$ cat config.mk
export PLATFORM = sky130hd
export DESIGN_NAME = conv_result_bank
export DESIGN_NICKNAME = d
export VERILOG_FILES = /design/src/rtl/crb_pkg.sv /design/src/rtl/result_slot.sv /design/src/rtl/irq_status.sv /design/src/rtl/conv_result_bank.sv
export SDC_FILE = /design/constraint.sdc
export NUM_CORES = 1
export LEC_CHECK = 0
export BUFFER_PORTS_ARGS = -buffer_cell sky130_fd_sc_hd__buf_4
export CORE_UTILIZATION = 45
export DETAILED_ROUTE_END_ITERATION = 7
export HOLD_SLACK_MARGIN = 0.12
export PLACE_DENSITY = 0.74
export SETUP_SLACK_MARGIN = 0.05
export SLEW_MARGIN = 10
export SYNTH_ARGS = -nofsm -noshare
export SYNTH_HDL_FRONTEND = slang
export SYNTH_SLANG_ARGS = --single-unit
export TNS_END_PERCENT = 30
$ cat constraint.sdc
create_clock -name clk -period 4.8 [get_ports clk]
set_input_delay 0.48 -clock clk [delete_from_list [all_inputs] [get_ports clk]]
set_output_delay 0.48 -clock clk [all_outputs]
set_load 0.01 [all_outputs]
$ cat src/rtl/crb_pkg.sv
package crb_pkg;
  localparam int RAW_W    = 12;
  localparam int RES_W    = 11;
  localparam int WIDE_W   = 10;
  localparam int NARROW_W = 8;
  localparam int BUS_W    = 32;
  localparam int POL_BIT  = 16;
  localparam int VLD_BIT  = 17;
  localparam int OVR_BIT  = 18;

  // keep the top bits of the raw sample, right-justified
  function automatic logic [RES_W-1:0] align_result(input logic [RAW_W-1:0] raw,
                                                    input logic narrow);
    logic [RAW_W-1:0] sh;
    sh = narrow ? (raw >> (RAW_W - NARROW_W)) : (raw >> (RAW_W - WIDE_W));
    return sh[RES_W-1:0];
  endfunction

  function automatic logic [BUS_W-1:0] pack_slot(input logic [RES_W-1:0] data,
                                                 input logic hold,
                                                 input logic valid,
                                                 input logic ovr);
    logic [BUS_W-1:0] w;
    w = '0;
    w[RES_W-1:0] = data;
    w[POL_BIT]   = hold;
    w[VLD_BIT]   = valid;
    w[OVR_BIT]   = ovr;
    return w;
  endfunction
endpackage

$ cat src/rtl/result_slot.sv
module result_slot
  import crb_pkg::*;
(
  input  logic             clk,
  input  logic             rst_n,
  input  logic             wr_en,
  input  logic [RES_W-1:0] wr_val,
  input  logic             rd_hit,
  input  logic             pol_we,
  input  logic             pol_d,
  output logic [RES_W-1:0] data_q,
  output logic             valid_q,
  output logic             ovr_q,
  output logic             hold_q,
  output logic             collide,
  output logic             drop
);
  logic occupied;

  assign occupied = valid_q & ~rd_hit;
  assign collide  = wr_en & occupied;
  assign drop     = collide & hold_q;

  always_ff @(posedge clk or negedge rst_n) begin
    if (!rst_n) begin
      data_q  <= '0;
      valid_q <= 1'b0;
      ovr_q   <= 1'b0;
    end else if (wr_en) begin
      if (drop) begin
        ovr_q <= 1'b1;
      end else begin
        data_q  <= wr_val;
        valid_q <= 1'b1;
        ovr_q   <= occupied;
      end
    end else if (rd_hit) begin
      valid_q <= 1'b0;
      ovr_q   <= 1'b0;
    end
  end

  always_ff @(posedge clk or negedge rst_n) begin
    if (!rst_n)      hold_q <= 1'b0;
    else if (pol_we) hold_q <= pol_d;
  end

  AST_WRITE_SETS_VALID: assert property (@(posedge clk) disable iff (!rst_n)
    wr_en |=> valid_q);
  AST_READ_EMPTIES: assert property (@(posedge clk) disable iff (!rst_n)
    (rd_hit && !wr_en) |=> (!valid_q && !ovr_q));
  AST_OVERWRITE_FLAGS: assert property (@(posedge clk) disable iff (!rst_n)
    (wr_en && valid_q && !rd_hit && !hold_q) |=> (ovr_q && valid_q));
  AST_HOLD_KEEPS: assert property (@(posedge clk) disable iff (!rst_n)
    (wr_en && valid_q && !rd_hit && hold_q) |=> ($stable(data_q) && ovr_q));
  AST_SAME_CYCLE_FRESH: assert property (@(posedge clk) disable iff (!rst_n)
    (wr_en && rd_hit) |=> (valid_q && !ovr_q));
endmodule

$ cat src/rtl/irq_status.sv
module irq_status #(
  parameter int N_SRC = 10
) (
  input  logic             clk,
  input  logic             rst_n,
  input  logic [N_SRC-1:0] set_vec,
  input  logic [N_SRC-1:0] clr_vec,
  input  logic [N_SRC-1:0] en_vec,
  output logic [N_SRC-1:0] status_q,
  output logic             irq
);
  logic [N_SRC-1:0] pending;

  always_ff @(posedge clk or negedge rst_n) begin
    if (!rst_n) status_q <= '0;
    else        status_q <= (status_q & ~clr_vec) | set_vec;
  end

  assign pending = status_q & en_vec;
  assign irq     = |pending;

  AST_SET_WINS: assert property (@(posedge clk) disable iff (!rst_n)
    (|set_vec) |=> ((status_q & $past(set_vec)) == $past(set_vec)));
  AST_CLEAR_TAKES: assert property (@(posedge clk) disable iff (!rst_n)
    (|(clr_vec & ~set_vec)) |=> ((status_q & $past(clr_vec & ~set_vec)) == '0));
  AST_STICKY: assert property (@(posedge clk) disable iff (!rst_n)
    (clr_vec == '0) |=> ((status_q & $past(status_q)) == $past(status_q)));
endmodule

$ cat src/rtl/conv_result_bank.sv
module conv_result_bank
  import crb_pkg::*;
#(
  parameter int N_CH   = 8,
  parameter int CH_W   = $clog2(N_CH),
  parameter int ADDR_W = 4
) (
  input  logic              clk,
  input  logic              rst_n,
  input  logic              res_valid,
  input  logic              res_exc,
  input  logic [CH_W-1:0]   res_chan,
  input  logic [RAW_W-1:0]  res_raw,
  input  logic              seq_done,
  input  logic              bus_rd,
  input  logic              bus_wr,
  input  logic [ADDR_W-1:0] bus_addr,
  input  logic [BUS_W-1:0]  bus_wdata,
  output logic [BUS_W-1:0]  bus_rdata,
  output logic              irq
);
  localparam int N_BUF   = N_CH + 1;
  localparam int N_SRC   = N_CH + 2;
  localparam int EXC_IDX = N_CH;
  localparam int SEQ_IDX = N_CH + 1;
  localparam int A_WIDTH = N_CH + 1;
  localparam int A_STAT  = N_CH + 2;
  localparam int A_EN    = N_CH + 3;
  localparam int A_CLR   = N_CH + 4;

  logic [N_CH-1:0]  width_q;
  logic [N_SRC-1:0] en_q;
  logic [N_SRC-1:0] status;
  logic [N_SRC-1:0] set_vec;
  logic [N_SRC-1:0] clr_vec;
  logic             narrow_sel;
  logic [RES_W-1:0] aligned;
  logic [BUS_W-1:0] rd_word;
  logic             unused_wdata;

  logic [N_BUF-1:0] res_hit, rd_hit, pol_we, valid_v, ovr_v, hold_v, collide_v, drop_v;
  logic [RES_W-1:0] data_v [N_BUF];

  assign unused_wdata = ^bus_wdata;
  assign narrow_sel   = width_q[res_chan];
  assign aligned      = align_result(res_raw, narrow_sel);

  generate
    for (genvar i = 0; i < N_BUF; i++) begin : g_slot
      if (i == EXC_IDX) begin : g_exc
        assign res_hit[i] = res_valid & res_exc;
      end else begin : g_ch
        assign res_hit[i] = res_valid & ~res_exc & (res_chan == CH_W'(i));
      end
      assign rd_hit[i] = bus_rd & (bus_addr == ADDR_W'(i));
      assign pol_we[i] = bus_wr & (bus_addr == ADDR_W'(i));

      result_slot u_slot (
        .clk     (clk),
        .rst_n   (rst_n),
        .wr_en   (res_hit[i]),
        .wr_val  (aligned),
        .rd_hit  (rd_hit[i]),
        .pol_we  (pol_we[i]),
        .pol_d   (bus_wdata[POL_BIT]),
        .data_q  (data_v[i]),
        .valid_q (valid_v[i]),
        .ovr_q   (ovr_v[i]),
        .hold_q  (hold_v[i]),
        .collide (collide_v[i]),
        .drop    (drop_v[i])
      );
    end
  endgenerate

  // every result strobe is an interrupt event for its slot
  assign set_vec = {seq_done, res_hit};
  assign clr_vec = (bus_wr && bus_addr == ADDR_W'(A_CLR)) ? bus_wdata[N_SRC-1:0] : '0;

  always_ff @(posedge clk or negedge rst_n) begin
    if (!rst_n) begin
      width_q <= '0;
      en_q    <= '0;
    end else if (bus_wr) begin
      if (bus_addr == ADDR_W'(A_WIDTH)) width_q <= bus_wdata[N_CH-1:0];
      if (bus_addr == ADDR_W'(A_EN))    en_q    <= bus_wdata[N_SRC-1:0];
    end
  end

  irq_status #(.N_SRC(N_SRC)) u_irq (
    .clk      (clk),
    .rst_n    (rst_n),
    .set_vec  (set_vec),
    .clr_vec  (clr_vec),
    .en_vec   (en_q),
    .status_q (status),
    .irq      (irq)
  );

  always_comb begin
    rd_word = '0;
    for (int i = 0; i < N_BUF; i++) begin
      if (bus_addr == ADDR_W'(i))
        rd_word = pack_slot(data_v[i], hold_v[i], valid_v[i], ovr_v[i]);
    end
    if (bus_addr == ADDR_W'(A_WIDTH)) rd_word = BUS_W'(width_q);
    if (bus_addr == ADDR_W'(A_STAT))  rd_word = BUS_W'(status);
    if (bus_addr == ADDR_W'(A_EN))    rd_word = BUS_W'(en_q);
  end

  always_ff @(posedge clk or negedge rst_n) begin
    if (!rst_n)      bus_rdata <= '0;
    else if (bus_rd) bus_rdata <= rd_word;
  end

  AST_NARROW_TOP_ZERO: assert property (@(posedge clk) disable iff (!rst_n)
    (res_valid && narrow_sel) |-> (aligned[RES_W-1:NARROW_W] == '0));
  AST_WIDE_TOP_ZERO: assert property (@(posedge clk) disable iff (!rst_n)
    res_valid |-> (aligned[RES_W-1:WIDE_W] == '0));
  AST_ONE_SLOT_HIT: assert property (@(posedge clk) disable iff (!rst_n)
    $onehot0(res_hit));
  AST_DROP_ONLY_ON_COLLIDE: assert property (@(posedge clk) disable iff (!rst_n)
    ((drop_v & ~collide_v) == '0));
  AST_IRQ_HAS_SOURCE: assert property (@(posedge clk) disable iff (!rst_n)
    $rose(irq) |-> ($past(|set_vec) || $past(bus_wr && bus_addr == ADDR_W'(A_EN))));
endmodule

## Word level (Yosys, flattened, before mapping)

Index checks and enable logic that the tools add are counted.

- Flip-flop bits (word level): 186
- Input port bits: 58
- Logic and storage cells: 241

- $lt $le $gt $ge: 1
- Eq/ne operators: 28
- Muxes and demuxes: 61
- Bitwise gates (word level): 78
- Reductions and logical operators: 33

Operators with widths:

| operator | count |
|---|---|
| 32-bit 2-to-1 mux | 11 |
| 1-bit bitwise AND | 55 |
| 1-bit 2-to-1 mux | 46 |
| 2-bit AND reduction | 20 |
| 10-bit bitwise AND | 2 |
| 4-bit == test (second input constant) | 5 |
| 10-bit 2-to-1 mux | 2 |
| 19-bit 2-to-1 mux | 1 |
| 1-bit NOT | 19 |
| 2-bit != test (second input constant) | 9 |
| 2-bit nonzero test | 9 |
| 4-bit by 3-bit == test with 1-bit output (second input constant) | 4 |
| 3-bit == test (second input constant) | 4 |
| 10-bit NOT | 1 |
| 10-bit bitwise OR | 1 |
| 10-bit OR reduction | 1 |
| 4-bit by 2-bit == test with 1-bit output (second input constant) | 2 |
| 3-bit by 2-bit == test with 1-bit output (second input constant) | 2 |
| 4-bit by 1-bit == test with 1-bit output (second input constant) | 1 |
| 4-bit zero test | 1 |
| 3-bit by 4-bit less-than comparator with 1-bit output (second input constant) | 1 |
| 1-bit binary-select mux with 3-bit select | 1 |
| 3-bit by 1-bit == test with 1-bit output (second input constant) | 1 |
| 3-bit zero test | 1 |
| 1-bit logical AND | 1 |

## Longest topological paths before layout

- Depth after elaboration: 13
- Mapped depth: 8
- Depth with buffers taken out: 5

## By module

A second synthesis with hierarchy kept.

- Cells, all modules: 1117
- Area total of the unflattened synthesis: 11491.0 um2

Modules (own cells, without submodules):

| module | times used | cells each | area an instance (um2) |
|---|---|---|---|
| result_slot | 9 | 73 | 850.8 |
| conv_result_bank | 1 | 424 | 3418.3 |
| irq_status | 1 | 36 | 415.4 |

## Worst setup path before layout

OpenSTA, ideal clock, no wires.

- Path kind: input -> register
- From: input res_chan[0]
- To: register g_slot[8].u_slot.data_q[0]
- Setup time: 0.143 ns
- Data arrival time: 1.925 ns
- Required time: 4.657 ns
- Slack: 2.731 ns
- Stages on the path: 6
- Path buffers: 2
- Path through: buf_6 mux4_2 mux2i_1 buf_6 mux2i_2 mux2i_1

- Longest elaborated chain between the ends: 3

RTL lines:

| item | RTL line | RTL |
|---|---|---|
| start: declaration | conv_result_bank.sv:12 | `input logic [CH_W-1:0] res_chan,` |
| 1-bit binary-select mux with 3-bit select | conv_result_bank.sv:45 | `assign narrow_sel = width_q[res_chan];` |
| 1-bit 2-to-1 mux (implied by the code) | conv_result_bank.sv:45 |  |
| 10-bit 2-to-1 mux | crb_pkg.sv:15 | `sh = narrow ? (raw >> (RAW_W - NARROW_W)) : (raw >> (RAW_W - WIDE_W));` |
| end signal: assignment | result_slot.sv:33 | `data_q <= wr_val;` |
| end: declaration | result_slot.sv:11 | `output logic [RES_W-1:0] data_q,` |

No other way between the ends. The select of a mux whose other input is x is not followed.
A chain may end at the register's enable or synchronous reset.

## Worst setup path after layout

- From: input bus_addr[1]
- To: register g_slot[6].u_slot.data_q[5]

- Longest elaborated chain between the ends: 8

RTL lines:

| item | RTL line | RTL |
|---|---|---|
| start: declaration | conv_result_bank.sv:17 | `input logic [ADDR_W-1:0] bus_addr,` |
| 4-bit by 3-bit == test with 1-bit output | conv_result_bank.sv:55 | `assign rd_hit[i] = bus_rd & (bus_addr == ADDR_W'(i));` |
| 1-bit bitwise AND | conv_result_bank.sv:55 |  |
| 1-bit NOT | result_slot.sv:20 | `assign occupied = valid_q & ~rd_hit;` |
| 1-bit bitwise AND | result_slot.sv:20 |  |
| 1-bit bitwise AND | result_slot.sv:21 | `assign collide = wr_en & occupied;` |
| 1-bit bitwise AND | result_slot.sv:22 | `assign drop = collide & hold_q;` |
| 1-bit NOT (no line) | -- |  |
| 2-bit AND reduction (no line) | -- |  |
| end signal: assignment | result_slot.sv:33 |  |
| end: declaration | result_slot.sv:11 |  |

No other way between the ends.

==> reports/metrics.cfg <==
[run_status]
status = finished clean

[logic_synthesis]
ys_seq_area_share_pct = 48.3
synthFlopType = dfrtp_1
yosysUniqueCellTypes = 73
async_flop_share_pct = 100
synthTopCellsByArea = dfrtp_1 48%, a21oi_1 5.4%, mux2i_1 5.0%
yosys.area.top_type = dfrtp_1
syn-cell-area_um2 = 8190
ys_seq_elements = 158
yosysTopAreaCellShare_pct = 48.3
yosysWarnings = 0
synth_enable_flop_cells = 0
postSynthAreaPerCell_um2 = 9.95
synthCells = 823

[clock_network]
htreeDepth = 4
numCtsBuffers = 17
clock_sinks = 158
cts_tree = done
ctsRootBufferMaster = clkbuf_16
insertion_delay_ns = 0.44
post-cts-setup-buffers = 0
path_clk_slew_ns = 0.06
cts_buffer_depth = 2
cts_resized = 0

[die]
die_w_um = 137
die_h_um = 137
ios = 91
core_um2 = 17500
die_area_um2 = 18700
initial_core_util_pct = 46.7
rows = 48

[worst_setup_path]
required_ns = 5.15
cp-start-kind = primary input
endpoint_kind = flop
critPathKind = primary input to flop
critPathArrivalTime_ns = 2.85
cp_max_fo = 55

[sta]
hold_violations = 0
timing.final.crit_period_ns = 2.50
worst_pin_slew_ns = 1.05
slew_viol_final = 0
fin_skew_ns = 0.0102
setup_ws_ns = 2.30
setup_viol = 0
slew_headroom_pct = 29.9
min_period_over_period_pct = 52.1
fmax_mhz = 400
fin_setup_tns_ns = 0
holdWs_ns = 0.222
rsz0062_at_grt = no

[power]
ir_drop_uv = 303
p_sw_share_pct = 30.8
cellLeakagePower_nw = 4.01
pwr-share-clk_pct = 32.5
p_switching_mw = 1.24
pwr-share-comb_pct = 20.4
seqPwrFrac_pct = 47.1
power.density_nw_per_um2 = 440
p_int_mw = 2.77

[route]
routedWlPerCell_um = 19.9
avgViaCountPerCell = 5.91
drc = 0
vias = 6390
drt_pass1_iterations = 5
drt_iter0_drc = 596
ant_nets = 0
routed_wl_um = 21600

[grt]
grt_pass1_wl_um = 33900
grt_pass1_vias = 5998
track_usage_pct = 24.3
grt_max_degree = 75
antenna_found_initial = 0
gr-total-overflow = 0

[final_layout]
fin_nets = 902
layout_common_cells = 158 x dfrtp_1, 92 x nand2_1, 88 x a21oi_1, 63 x nor2_1, 54 x buf_4
final_common_cell = dfrtp_1
nFillCells = 1564
drive_above_1_share_pct = 18.1
fin_util_pct = 51.9
layout-area-overhead-vs-synth_pct = 11.1
diodes = 0
layout.cells.non_filler = 1082

[flow_run]
drv_cap = 0

[placed_design]
dp_slack_ns = 1.92
dp.cells = 1049
port_buffers = 48
gp_congestion = 0.898
dp_hpwl_um = 14400

[worst_hold_path]
min-delay-path-class = primary input to flop

final cells by class:
type                            instances  area (µm²)  share of cell area (%)
Multi-Input combinational cell        581        3760                    41.3
Tap cell                              225         282                    3.09
Clock inverter                         13         114                    1.25
Sequential cell                       158        3950                    43.5
Timing Repair Buffer                   56         427                    4.69
Clock buffer                           19         453                    4.98
Inverter                               30         113                    1.24
cell usage after synthesis (10+ instances only):
cell type  instances
a22oi_1           11
a21o_1            10
o21ai_1           17
buf_2             13
o21ai_0           44
nor2_1            63
mux2_2            29
mux2i_1           41
nand2_1           92
buf_4             32
inv_1             30
clkbuf_1          22
a21oi_1           88
dfrtp_1          158
nand3_1           13
a31oi_1           10
registers in the layout, indices dropped and copies added (netlist names):
| name | flops |
|---|---|
| bus_rdata | 13 |
| en_q | 10 |
| g_slot.u_slot.data_q | 90 |
| g_slot.u_slot.hold_q | 9 |
| g_slot.u_slot.ovr_q | 9 |
| g_slot.u_slot.valid_q | 9 |
| u_irq.status_q | 10 |
| width_q | 8 |
what timing repair did:
item | CTS | global route
hold endpoints to repair | 72 | 0
endpoints found under the setup margin | 0 | 0
hold buffers | 1 | 0
routing by layer:
metal | track usage, % | part of all wire (%)
met5 | 0 | 0
met3 | 7.15 | 7.9
met4 | 8.79 | 2.8
met1 | 34.1 | 44
met2 | 35.5 | 45
cells by family after synthesis:
family	share of synthesized area, %
compound gates	19.3
buf+inv	6.71
flops	48.3
mux	11.4
other cells	0.0458
simple gates	14.2
power by group through the flow:
| stage | Clock (mW) | Combinational [mW] | Sequential (mW) |
|---|---|---|---|
| 5_1_grt | 1.37 | 0.909 | 1.93 |
| 2_1_floorplan | 0 | 0.591 | 1.85 |
| 6_report | 1.30 | 0.816 | 1.89 |
| 4_1_cts | 1.31 | 0.817 | 1.88 |
| 3_5_place_dp | 0 | 0.809 | 1.90 |
| 3_3_place_gp | 0 | 0.781 | 1.89 |
per-stage QoR:
stage          total power [mW]  area [µm²]
6_report                   4.01        9100
5_1_grt                    4.21        9100
4_1_cts                    4.01        9100
3_5_place_dp               2.71        8520
3_3_place_gp               2.67        8520
2_1_floorplan              2.44        8260
worst max-delay path, stage by stage:
cell and delay (ns):
buf_4 0.57, and2b_4 0.41, nand3_2 0.14, a311oi_4 0.91, nor2_1 0.12, a21oi_1 0.17
worst paths after layout:
| path | start | end | slack, ns | cells past startpoint |
|---|---|---|---|---|
| hold reg to reg | g_slot[0].u_slot.data_q[8] | g_slot[0].u_slot.data_q[8] | 0.48 | 2 |
| hold / removal | seq_done | u_irq.status_q[9] | 0.22 | 2 |
| setup reg to reg | width_q[7] | g_slot[6].u_slot.data_q[5] | 2.44 | 5 |
| max in group asynchronous | rst_n | g_slot[6].u_slot.data_q[6] | 3.11 | 3 |
| setup / recovery | bus_addr[1] | g_slot[6].u_slot.data_q[5] | 2.30 | 6 |
| min in group asynchronous | rst_n | g_slot[3].u_slot.ovr_q | 0.65 | 2 |
Note: power is estimated with default switching activity, not from simulation.
